**config.mk**
```make
export PLATFORM = sky130hd
export DESIGN_NAME = tile_boot_seq
export DESIGN_NICKNAME = d
export VERILOG_FILES = /design/src/rtl/tbseq_pkg.sv /design/src/rtl/tbseq_src_mux.sv /design/src/rtl/tbseq_tile_walker.sv /design/src/rtl/tbseq_pkt_tx.sv /design/src/rtl/tile_boot_seq.sv
export SDC_FILE = /design/constraint.sdc
export NUM_CORES = 1
export LEC_CHECK = 0
export BUFFER_PORTS_ARGS = -buffer_cell sky130_fd_sc_hd__buf_2
export CORE_MARGIN = 4
export CORE_UTILIZATION = 51
export CTS_BUF_LIST = sky130_fd_sc_hd__clkbuf_16
export CTS_CLUSTER_SIZE = 12
export DETAILED_ROUTE_END_ITERATION = 12
export PLACE_DENSITY = 0.88
export SLEW_MARGIN = 20
export SYNTH_ARGS = -nofsm -noshare
export SYNTH_HDL_FRONTEND = slang
export SYNTH_SLANG_ARGS = --single-unit
```
**constraint.sdc**
```tcl
create_clock -name clk -period 2.2 [get_ports clk]
set_input_delay 0.22 -clock clk [delete_from_list [all_inputs] [get_ports clk]]
set_output_delay 0.22 -clock clk [all_outputs]
set_load 0.01 [all_outputs]
```
**src/rtl/tbseq_pkg.sv**
```systemverilog
package tbseq_pkg;

  typedef enum logic [1:0] {
    HOP_LOCAL = 2'd0,
    HOP_EAST  = 2'd1,
    HOP_WEST  = 2'd2,
    HOP_SOUTH = 2'd3
  } hop_e;

  typedef enum logic [1:0] {
    OP_NONE    = 2'd0,
    OP_TILE_ID = 2'd1,
    OP_REG     = 2'd2
  } op_e;

  typedef enum logic [2:0] {
    S_IDLE,
    S_CFG_TILES,
    S_CFG_REGS,
    S_LOAD_BOOT,
    S_RELEASE,
    S_WAIT_CPU,
    S_FINISHED,
    S_HALT
  } seq_st_e;

  // Column of the k-th tile on the serpentine path (even rows run east).
  function automatic int unsigned walk_col(int unsigned k, int unsigned mx);
    int unsigned row;
    int unsigned pos;
    row = k / mx;
    pos = k % mx;
    return (row % 2 == 0) ? pos : (mx - 1 - pos);
  endfunction

  // Row-major identifier of the k-th tile on the path.
  function automatic int unsigned walk_id(int unsigned k, int unsigned mx);
    return (k / mx) * mx + walk_col(k, mx);
  endfunction

  // Direction of the hop from path tile k-1 to path tile k.
  function automatic logic [1:0] walk_hop(int unsigned k, int unsigned mx);
    if (k == 0) return HOP_LOCAL;
    if (k % mx == 0) return HOP_SOUTH;
    if ((k / mx) % 2 == 0) return HOP_EAST;
    return HOP_WEST;
  endfunction

endpackage

```
**src/rtl/tbseq_src_mux.sv**
```systemverilog
module tbseq_src_mux #(
  parameter int DATA_W = 16
) (
  input  logic              sel_i,
  input  logic              host_valid_i,
  input  logic [DATA_W-1:0] host_data_i,
  input  logic              tpin_valid_i,
  input  logic [DATA_W-1:0] tpin_data_i,
  input  logic              take_i,
  output logic              valid_o,
  output logic [DATA_W-1:0] data_o,
  output logic              host_ready_o,
  output logic              tpin_ready_o
);
  always_comb begin
    valid_o      = sel_i ? tpin_valid_i : host_valid_i;
    data_o       = sel_i ? tpin_data_i  : host_data_i;
    host_ready_o = take_i && !sel_i;
    tpin_ready_o = take_i &&  sel_i;
  end
endmodule

```
**src/rtl/tbseq_tile_walker.sv**
```systemverilog
module tbseq_tile_walker
  import tbseq_pkg::*;
#(
  parameter int MESH_X = 3,
  parameter int MESH_Y = 2,
  localparam int NTILES = MESH_X * MESH_Y,
  localparam int ID_W   = (NTILES > 1) ? $clog2(NTILES) : 1
) (
  input  logic            clk,
  input  logic            rst_n,
  input  logic            clr_i,
  input  logic            adv_i,
  output logic            last_o,
  output logic [1:0]      hop_o,
  output logic [ID_W-1:0] tid_o
);
  logic [ID_W-1:0] idx_q;

  assign last_o = (idx_q == ID_W'(NTILES - 1));
  assign hop_o  = walk_hop(32'(idx_q), MESH_X);
  assign tid_o  = ID_W'(walk_id(32'(idx_q), MESH_X));

  always_ff @(posedge clk or negedge rst_n) begin
    if (!rst_n) begin
      idx_q <= '0;
    end else if (clr_i) begin
      idx_q <= '0;
    end else if (adv_i) begin
      idx_q <= last_o ? '0 : idx_q + ID_W'(1);
    end
  end
endmodule

```
**src/rtl/tbseq_pkt_tx.sv**
```systemverilog
module tbseq_pkt_tx #(
  parameter int DATA_W  = 16,
  parameter int TIMEOUT = 40,
  localparam int CNT_W  = (TIMEOUT > 1) ? $clog2(TIMEOUT) : 1
) (
  input  logic              clk,
  input  logic              rst_n,
  input  logic              go_i,
  input  logic [DATA_W-1:0] hdr_i,
  input  logic [DATA_W-1:0] data_i,
  output logic              idle_o,
  output logic              noc_valid_o,
  input  logic              noc_ready_i,
  output logic [DATA_W-1:0] noc_flit_o,
  input  logic              ack_i,
  output logic              ev_data_sent_o,
  output logic              ev_done_o,
  output logic              ev_timeout_o
);
  typedef enum logic [1:0] {P_IDLE, P_HDR, P_DAT, P_ACK} pst_e;

  pst_e              st_q;
  logic [DATA_W-1:0] hdr_q;
  logic [DATA_W-1:0] dat_q;
  logic [CNT_W-1:0]  cnt_q;

  assign idle_o         = (st_q == P_IDLE);
  assign noc_valid_o    = (st_q == P_HDR) || (st_q == P_DAT);
  assign noc_flit_o     = (st_q == P_HDR) ? hdr_q : dat_q;
  assign ev_data_sent_o = (st_q == P_DAT) && noc_ready_i;
  assign ev_done_o      = (st_q == P_ACK) && ack_i;
  assign ev_timeout_o   = (st_q == P_ACK) && !ack_i && (cnt_q == CNT_W'(TIMEOUT - 1));

  always_ff @(posedge clk or negedge rst_n) begin
    if (!rst_n) begin
      st_q  <= P_IDLE;
      hdr_q <= '0;
      dat_q <= '0;
      cnt_q <= '0;
    end else begin
      unique case (st_q)
        P_IDLE: if (go_i) begin
          hdr_q <= hdr_i;
          dat_q <= data_i;
          st_q  <= P_HDR;
        end
        P_HDR: if (noc_ready_i) st_q <= P_DAT;
        P_DAT: if (noc_ready_i) begin
          st_q  <= P_ACK;
          cnt_q <= '0;
        end
        P_ACK: begin
          if (ev_done_o || ev_timeout_o) st_q <= P_IDLE;
          else cnt_q <= cnt_q + CNT_W'(1);
        end
        default: st_q <= P_IDLE;
      endcase
    end
  end
endmodule

```
**src/rtl/tile_boot_seq.sv**
```systemverilog
module tile_boot_seq
  import tbseq_pkg::*;
#(
  parameter int MESH_X        = 3,
  parameter int MESH_Y        = 2,
  parameter int REGS_PER_TILE = 2,
  parameter int BOOT_WORDS    = 4,
  parameter int DATA_W        = 16,
  parameter int TIMEOUT       = 40,
  localparam int NTILES = MESH_X * MESH_Y,
  localparam int ID_W   = (NTILES > 1) ? $clog2(NTILES) : 1,
  localparam int RIX_W  = (REGS_PER_TILE > 1) ? $clog2(REGS_PER_TILE) : 1,
  localparam int BIX_W  = (BOOT_WORDS > 1) ? $clog2(BOOT_WORDS) : 1
) (
  input  logic              clk,
  input  logic              rst_n,
  input  logic              start_i,
  input  logic              src_sel_i,
  input  logic              test_mode_i,
  input  logic              host_valid_i,
  output logic              host_ready_o,
  input  logic [DATA_W-1:0] host_data_i,
  input  logic              tpin_valid_i,
  output logic              tpin_ready_o,
  input  logic [DATA_W-1:0] tpin_data_i,
  output logic              noc_valid_o,
  input  logic              noc_ready_i,
  output logic [DATA_W-1:0] noc_flit_o,
  input  logic              ack_valid_i,
  output logic              boot_we_o,
  output logic [BIX_W-1:0]  boot_addr_o,
  output logic [DATA_W-1:0] boot_wdata_o,
  output logic              sys_rst_n_o,
  input  logic              cpu_req_i,
  output logic              done_o,
  output logic              err_o
);
  seq_st_e           st_q;
  logic              sel_q;
  logic [RIX_W-1:0]  ridx_q;
  logic [BIX_W-1:0]  bidx_q;
  logic              rel_q;
  logic              done_q;
  logic              err_q;

  // named internal events, also used by the bound checker
  logic              src_valid;
  logic [DATA_W-1:0] src_data;
  logic              src_take;
  logic              tx_idle;
  logic              tx_go;
  logic              ev_data_sent;
  logic              ev_pkt_done;
  logic              ev_timeout;
  logic              walk_adv;
  logic              walk_last;
  logic [1:0]        walk_hop_dir;
  logic [ID_W-1:0]   walk_tid;
  logic              last_reg;
  logic [DATA_W-1:0] pkt_hdr;
  logic [DATA_W-1:0] pkt_data;

  tbseq_src_mux #(.DATA_W(DATA_W)) u_src (
    .sel_i        (sel_q),
    .host_valid_i (host_valid_i),
    .host_data_i  (host_data_i),
    .tpin_valid_i (tpin_valid_i),
    .tpin_data_i  (tpin_data_i),
    .take_i       (src_take),
    .valid_o      (src_valid),
    .data_o       (src_data),
    .host_ready_o (host_ready_o),
    .tpin_ready_o (tpin_ready_o)
  );

  tbseq_tile_walker #(.MESH_X(MESH_X), .MESH_Y(MESH_Y)) u_walk (
    .clk    (clk),
    .rst_n  (rst_n),
    .clr_i  (st_q == S_IDLE),
    .adv_i  (walk_adv),
    .last_o (walk_last),
    .hop_o  (walk_hop_dir),
    .tid_o  (walk_tid)
  );

  tbseq_pkt_tx #(.DATA_W(DATA_W), .TIMEOUT(TIMEOUT)) u_tx (
    .clk            (clk),
    .rst_n          (rst_n),
    .go_i           (tx_go),
    .hdr_i          (pkt_hdr),
    .data_i         (pkt_data),
    .idle_o         (tx_idle),
    .noc_valid_o    (noc_valid_o),
    .noc_ready_i    (noc_ready_i),
    .noc_flit_o     (noc_flit_o),
    .ack_i          (ack_valid_i),
    .ev_data_sent_o (ev_data_sent),
    .ev_done_o      (ev_pkt_done),
    .ev_timeout_o   (ev_timeout)
  );

  assign last_reg = (ridx_q == RIX_W'(REGS_PER_TILE - 1));

  always_comb begin
    src_take = ((st_q == S_CFG_REGS) && tx_idle && src_valid) ||
               ((st_q == S_LOAD_BOOT) && src_valid);
    tx_go    = ((st_q == S_CFG_TILES) && tx_idle) ||
               ((st_q == S_CFG_REGS) && tx_idle && src_valid);
    walk_adv = ev_pkt_done &&
               ((st_q == S_CFG_TILES) || ((st_q == S_CFG_REGS) && last_reg));

    pkt_hdr = '0;
    pkt_hdr[DATA_W-1 -: 2] = (st_q == S_CFG_TILES) ? OP_TILE_ID : OP_REG;
    pkt_hdr[DATA_W-3 -: 2] = walk_hop_dir;
    pkt_hdr[ID_W +: RIX_W] = (st_q == S_CFG_REGS) ? ridx_q : '0;
    pkt_hdr[ID_W-1:0]      = walk_tid;
    pkt_data = (st_q == S_CFG_TILES) ? DATA_W'(walk_tid) : src_data;
  end

  assign boot_we_o    = (st_q == S_LOAD_BOOT) && src_valid;
  assign boot_addr_o  = bidx_q;
  assign boot_wdata_o = src_data;
  assign sys_rst_n_o  = rel_q;
  assign done_o       = done_q;
  assign err_o        = err_q;

  always_ff @(posedge clk or negedge rst_n) begin
    if (!rst_n) begin
      st_q   <= S_IDLE;
      sel_q  <= 1'b0;
      ridx_q <= '0;
      bidx_q <= '0;
      rel_q  <= 1'b0;
      done_q <= 1'b0;
      err_q  <= 1'b0;
    end else if (ev_timeout) begin
      st_q  <= S_HALT;
      err_q <= 1'b1;
    end else begin
      unique case (st_q)
        S_IDLE: if (start_i) begin
          sel_q  <= src_sel_i;
          ridx_q <= '0;
          bidx_q <= '0;
          st_q   <= S_CFG_TILES;
        end
        S_CFG_TILES: if (ev_pkt_done && walk_last) st_q <= S_CFG_REGS;
        S_CFG_REGS: if (ev_pkt_done) begin
          ridx_q <= last_reg ? '0 : ridx_q + RIX_W'(1);
          if (last_reg && walk_last) st_q <= S_LOAD_BOOT;
        end
        S_LOAD_BOOT: if (src_valid) begin
          bidx_q <= bidx_q + BIX_W'(1);
          if (bidx_q == BIX_W'(BOOT_WORDS - 1)) st_q <= S_RELEASE;
        end
        S_RELEASE: if (!test_mode_i) begin
          rel_q <= 1'b1;
          st_q  <= S_WAIT_CPU;
        end
        S_WAIT_CPU: if (cpu_req_i) begin
          done_q <= 1'b1;
          st_q   <= S_FINISHED;
        end
        S_FINISHED: st_q <= S_FINISHED;
        S_HALT:     st_q <= S_HALT;
        default:    st_q <= S_HALT;
      endcase
    end
  end
endmodule

```
# == After elaboration in Yosys (flattened, before gate mapping) ==
# Index checks and enable logic that the tools add are counted.
# op_classes
add_sub_neg,6
multipliers,1
n_div,2
eq_ne,29
muxes,47
n_bitwise,2
reduce_logical,38
# ops
op,count
logical NOT 32 bit,2
two-way mux 16 bit,3
two-way mux 3 bit,13
divider 3 x 2 -> 32 bit (second input constant),1
remainder unit 3 x 2 -> 32 bit (second input constant),1
multiplier 32 x 2 -> 3 bit (second input constant),1
two-way mux 2 bit,13
case mux 3 bit (8 select lines),1
== test 3 bit (second input constant),5
!= test 3 x 2 -> 1 bit (second input constant),5
!= test 2 bit (second input constant),7
logical AND 1 bit,13
two-way mux 6 bit,2
case mux 6 bit (2 select lines),1
AND reduction 3 bit,4
AND reduction 4 bit,3
two-way mux 1 bit,11
!= test 3 x 1 -> 1 bit (second input constant),3
case mux 2 bit (4 select lines),1
AND reduction 8 bit,1
nonzero test 2 bit,4
adder 6 x 1 -> 6 bit (second input constant),1
== test 2 bit (second input constant),3
== test 3 x 2 -> 1 bit (second input constant),2
17 further kinds,24
# totals
ff_bits,45
wordCells,137

# == Logic depth before layout (Yosys ltp) ==
# logic_depth
word_depth,9
ltp_mapped,9
mapped_depth_nobuf,8

# == Modules after synthesis ==
# From an unflattened synthesis, not the netlist that was laid out.
# hier_totals
hier_cells,287
area_unflattened_um2,3276.9
# by_module_without_submodules
mod,instances,cells_per_inst,area_per_inst_um2
tbseq_pkt_tx,1,144,1946.9
tile_boot_seq,1,90,768.2
tbseq_tile_walker,1,32,292.8
tbseq_src_mux,1,21,269.0

# == Worst setup path before layout ==
# OpenSTA, ideal clock, no wires.
# synth_timing
path_kind,register to output
startpoint,register u_tx.st_q[1]
endpoint,output noc_flit_o[2]
t_arrival_ps,1552
t_required_ps,1980
path_slack_ps,428
path_stages_with_launch,6
n_path_buf,2
path_cell_list,dfrtp_1 -> inv_1 -> ha_1 -> clkbuf_1 -> clkbuf_1 -> mux2_2
# synth_via
elab_chain_len,2
# synth_lines
element,line_no,rtl
from (decl),tbseq_pkt_tx.sv:22,pst_e st_q;
from (signal assigned),tbseq_pkt_tx.sv:36,st_q <= P_IDLE;
from (signal assigned),tbseq_pkt_tx.sv:45,st_q <= P_HDR;
from (signal assigned),tbseq_pkt_tx.sv:47,P_HDR: if (noc_ready_i) st_q <= P_DAT;
== test 2 x 1 -> 1 bit,tbseq_pkt_tx.sv:29,assign noc_flit_o = (st_q == P_HDR) ? hdr_q : dat_q;
two-way mux 16 bit,tbseq_pkt_tx.sv:29,
to (decl),tile_boot_seq.sv:28,"output logic [DATA_W-1:0] noc_flit_o,"
# Every way passes these cells.

# == Worst setup path after layout ==
# layout_timing
startpoint,register st_q[1]
endpoint,output tpin_ready_o
# layout_via
elab_chain_len,5
# layout_lines
element,line_no,rtl
from (decl),tile_boot_seq.sv:38,seq_st_e st_q;
from (signal assigned),tile_boot_seq.sv:129,st_q <= S_IDLE;
from (signal assigned),tile_boot_seq.sv:137,st_q <= S_HALT;
from (signal assigned),tile_boot_seq.sv:145,st_q <= S_CFG_TILES;
== test 3 x 2 -> 1 bit,tile_boot_seq.sv:105,src_take = ((st_q == S_CFG_REGS) && tx_idle && src_valid) ||
logical AND 1 bit (2 in series),tile_boot_seq.sv:105,
logical OR 1 bit (*),tile_boot_seq.sv:105,
logical AND 1 bit (*),tbseq_src_mux.sv:19,tpin_ready_o = take_i && sel_i;
to (decl),tile_boot_seq.sv:24,"output logic tpin_ready_o,"
# Mark *: on every way between the ends. The rest lies on a longest branch, timed or not.

==> run_results.csv <==
group,metric,value,unit
grt,first_global_vias,2211,
sta,number_of_pins_exceeding_their_max_slew_limit_in_the_final_report,0,
placement,place.gp.congestion,0.866,
cells_and_area,layout.core_utilization,67.4,%
sta,timing.fmax,518,MHz
synth,yosysWarnings,0,
synth,number_of_synthesized_register_bits,45,
route,vias,2316,
setup_path,setup_slack_of_the_worst_register_to_register_path,0.28,ns
cells_and_area,mostFrequentLayoutCell,"buf_2",
cells_and_area,final_stage_net_count,398,
floorplanning,floorplan.die_area,0.00635,sq mm
power_and_ir_drop,power.ir.vdd_worst,0.000455,V
cells_and_area,fillers,388,
clock_network,ctsHtreeMaxLevel,2,
cells_and_area,finish.cell_count_without_fillers,416,
synth,synthSimpleGateAreaFrac,16.8,%
route,antenna_left,0,
synth,synth_enable_flop_cells,0,
route,post_drt_wl_per_cell,14.9,um
placement,io_buffers,82,
grt,gr-usage-all-layers,19.8,%
setup_path,crit_type,"flop to output port",
clock_network,cts.path.max_buffers,2,
worst_hold_path,timing.hold.worst_path_depth,2,
sta,finClkSkew,0.00779,ns
synth,syn-num-nets,312,
power_and_ir_drop,p_total,3050,uW
setup_path,end_kind,"output port",
worst_hold_path,holdCritStartpoint,"src_sel_i",
setup_path,worstSetupStartpointType,"flop",
placement,place.detailed.hpwl,4770,um
grt,first_pass_grt_wire_length,10100,um
route,route.detailed.drc,0,
floorplanning,chipHeight,79.7,um
synth,ys_async_sr_fraction,100,%
setup_path,cp_max_fo,9,
sta,timing.setup.tns,0,ns
route,finalWirelength,6210,um
worst_hold_path,min_delay_worst_endpoint,"sel_q",
synth,synth_top_family_by_area,"compound AO/OA/AOI/OAI gates",
synth,synthDistinctLibCells,48,
run,drv.max_cap_violation_count,0,
floorplanning,ios,83,
setup_path,cpMaxStageDelayCell,"dfrtp_1",
setup_path,worst_path_top_cell_family_by_delay,"simple AND/OR/NAND/NOR gates",
sta,timing_worst_slew_pin_value,0.647,ns
sta,hold_ws,0.174,ns
floorplanning,floorplan.core_area,0.00485,sq mm
setup_path,crit_chain,"buf_4 > nand2b_1 > nor2_2 > nand3_1 > a21boi_0 > buf_2",
cells_and_area,largest_register_ff_count,16,
sta,setup_violating_endpoint_count_in_the_final_report,0,
setup_path,worst_flop_to_flop_path_endpoint,"u_tx.hdr_q[12]",
synth,yosys.area_share.adder,3.82,%
synth,ys.flop_type,"dfrtp_1",
floorplanning,die-width,79.7,um
clock_network,clock_insertion_delay_worst_skew,0.28,ns
synth,mappedNetlistArea,0.00262,sq mm
clock_network,clock_sinks,45,
clock_network,clock_tree_from_tritoncts,"yes",
worst_hold_path,min_path_type,"input pin to flop",
grt,antenna_found_initial,0,
sta,timing.final.crit_share,87.8,%
sta,finalHoldViolations,0,
power_and_ir_drop,power-per-cell-area,934,mW/mm^2
cells_and_area,most_frequent_cells_in_the_layout,"82 x buf_2, 45 x dfrtp_1, 28 x nand2_1, 26 x mux2_2, 14 x nor2b_1",
power_and_ir_drop,leakage_power,0.00168,uW
grt,grt_start_max_net_pins,29,
cells_and_area,antennaDiodeCount,0,
clock_network,cts.reportedPaths.clkPinSlew,0.06,ns
sta,rsz_0062_raised_after_global_routing,"false",
cells_and_area,layout_top_registers,"u_tx.dat_q x16, u_tx.hdr_q x8, u_tx.cnt_q x6",
setup_path,ff_to_ff_start,"u_walk.idx_q[2]",
setup_path,critPathMaxStageDelay,0.43,ns
synth,synth_area_per_cell,10.0,sq um
cells_and_area,share_of_layout_cells_above_drive_strength_1,37.8,%
synth,synth_compound_gate_area_share,18.3,%
sta,maxSlewHeadroom,56.8,%
route,drtPass1Iterations,4,
synth,post_synthesis_xor_xnor_area_fraction,0.668,%
placement,numPlacedInstances,407,
setup_path,critPathArrivalTime,1.71,ns
clock_network,cts-buffers-inserted,5,
cells_and_area,top_register_by_number_of_flip_flops,"u_tx.dat_q",
synth,synth_seq_area_share,42.9,%
route,avgViaCountPerCell,5.57,
cells_and_area,area_growth_syn_to_layout,24.5,%
synth,syn_inst,262,
clock_network,clock-root-buffer,"clkbuf_16",
route,detail_route.iter0.violations,128,
setup_path,reg2reg_path_depth,8,
sta,layout_min_cycle_time,1.93,ns
floorplanning,initial_util,54.1,%
setup_path,crit_buf_inv,2,
grt,grt_remaining_overflow,0,
synth,post_synth_mux_area_share,13.3,%
setup_path,worst-endpoint-required,1.98,ns
floorplanning,fp-row-count,25,
outcome,outcome,"finished, final reports clean",
timing repair:
action / 4_1_cts / 5_1_grt
setup buffers: 0 / 0
hold buffers: 1 / 0
hold endpoints to repair: 26 / 0
endpoints found under the setup margin: 0 / 2
resized for setup: 0 / 1
synthesized netlist by cell type (6+ instances only):
master,count,share of area (%)
o21ai_0,9,1.7
dfrtp_1,45,43
inv_1,6,0.86
nand2b_1,6,1.4
ha_1,8,3.8
mux2_2,26,11
a21oi_1,13,2.5
nand3_1,6,1.1
clkbuf_1,6,0.86
nor2b_1,14,3.3
a22o_1,13,4.3
nand2_1,28,4.0
nor2_1,14,2.0
final cells by class:
class / instances / area, sq um / share of cell area, %
Multi-Input combinational cell: 196 / 1390 / 42.6
Tap cell: 67 / 83.8 / 2.57
Clock buffer: 5 / 125 / 3.83
Timing Repair Buffer: 94 / 503 / 15.4
Inverter: 6 / 22.5 / 0.690
Clock inverter: 3 / 13.8 / 0.421
Sequential cell: 45 / 1130 / 34.5
through the flow:
stage          instance area [sq um]  setup slack [ns]
6_report                        3270             0.268
5_1_grt                         3270            0.0259
4_1_cts                         3260             0.155
3_5_place_dp                    3110             0.306
3_3_place_gp                    3110             0.393
2_1_floorplan                   2620             0.428
where the power goes:
part	switching, uW	internal [uW]	total [uW]
combinational	739	587	1330
clock	290	412	702
sequential	98.4	923	1020
routing by layer:
| metal | vias to the layer above | GRT usage, % | share of wire [%] |
|---|---|---|---|
| met5 | - | 0 | 0 |
| met4 | 0 | 4.47 | 0.82 |
| met3 | 7 | 3.72 | 8.4 |
| met2 | 97 | 35.2 | 47 |
| met1 | 1088 | 24.7 | 44 |
| li1 | 1124 | - | - |
worst register-to-register path: cells and delay by family, from the launching register on:
family | cells | cell delay, ns
AO/OA/AOI/OAI | 4 | 0.64
adder cells (fa/ha/maj) | 1 | 0.25
flip-flops | 1 | 0.47
AND/OR/NAND/NOR | 3 | 0.47
worst max path at each step:
stage	cells past startpoint	start	endpoint
global route	8	u_walk.idx_q[2]	u_tx.hdr_q[12]
floorplan	5	u_tx.st_q[1]	noc_flit_o[2]
global placement	5	u_tx.cnt_q[3]	u_tx.st_q[1]
detailed placement	5	st_q[1]	u_tx.dat_q[1]
CTS	6	st_q[1]	tpin_ready_o
finish	6	st_q[1]	tpin_ready_o
cell families (layout without fill, tap and decap cells):
kind of cell    after synthesis  count (layout)
other cells                   1               1
compound gates               68              68
buf+inv                      21             108
simple gates                 86              86
xor+xnor                      2               2
mux                          31              31
fa+ha+maj                     8               8
flops                        45              45
(Power assumes the default switching activity.)
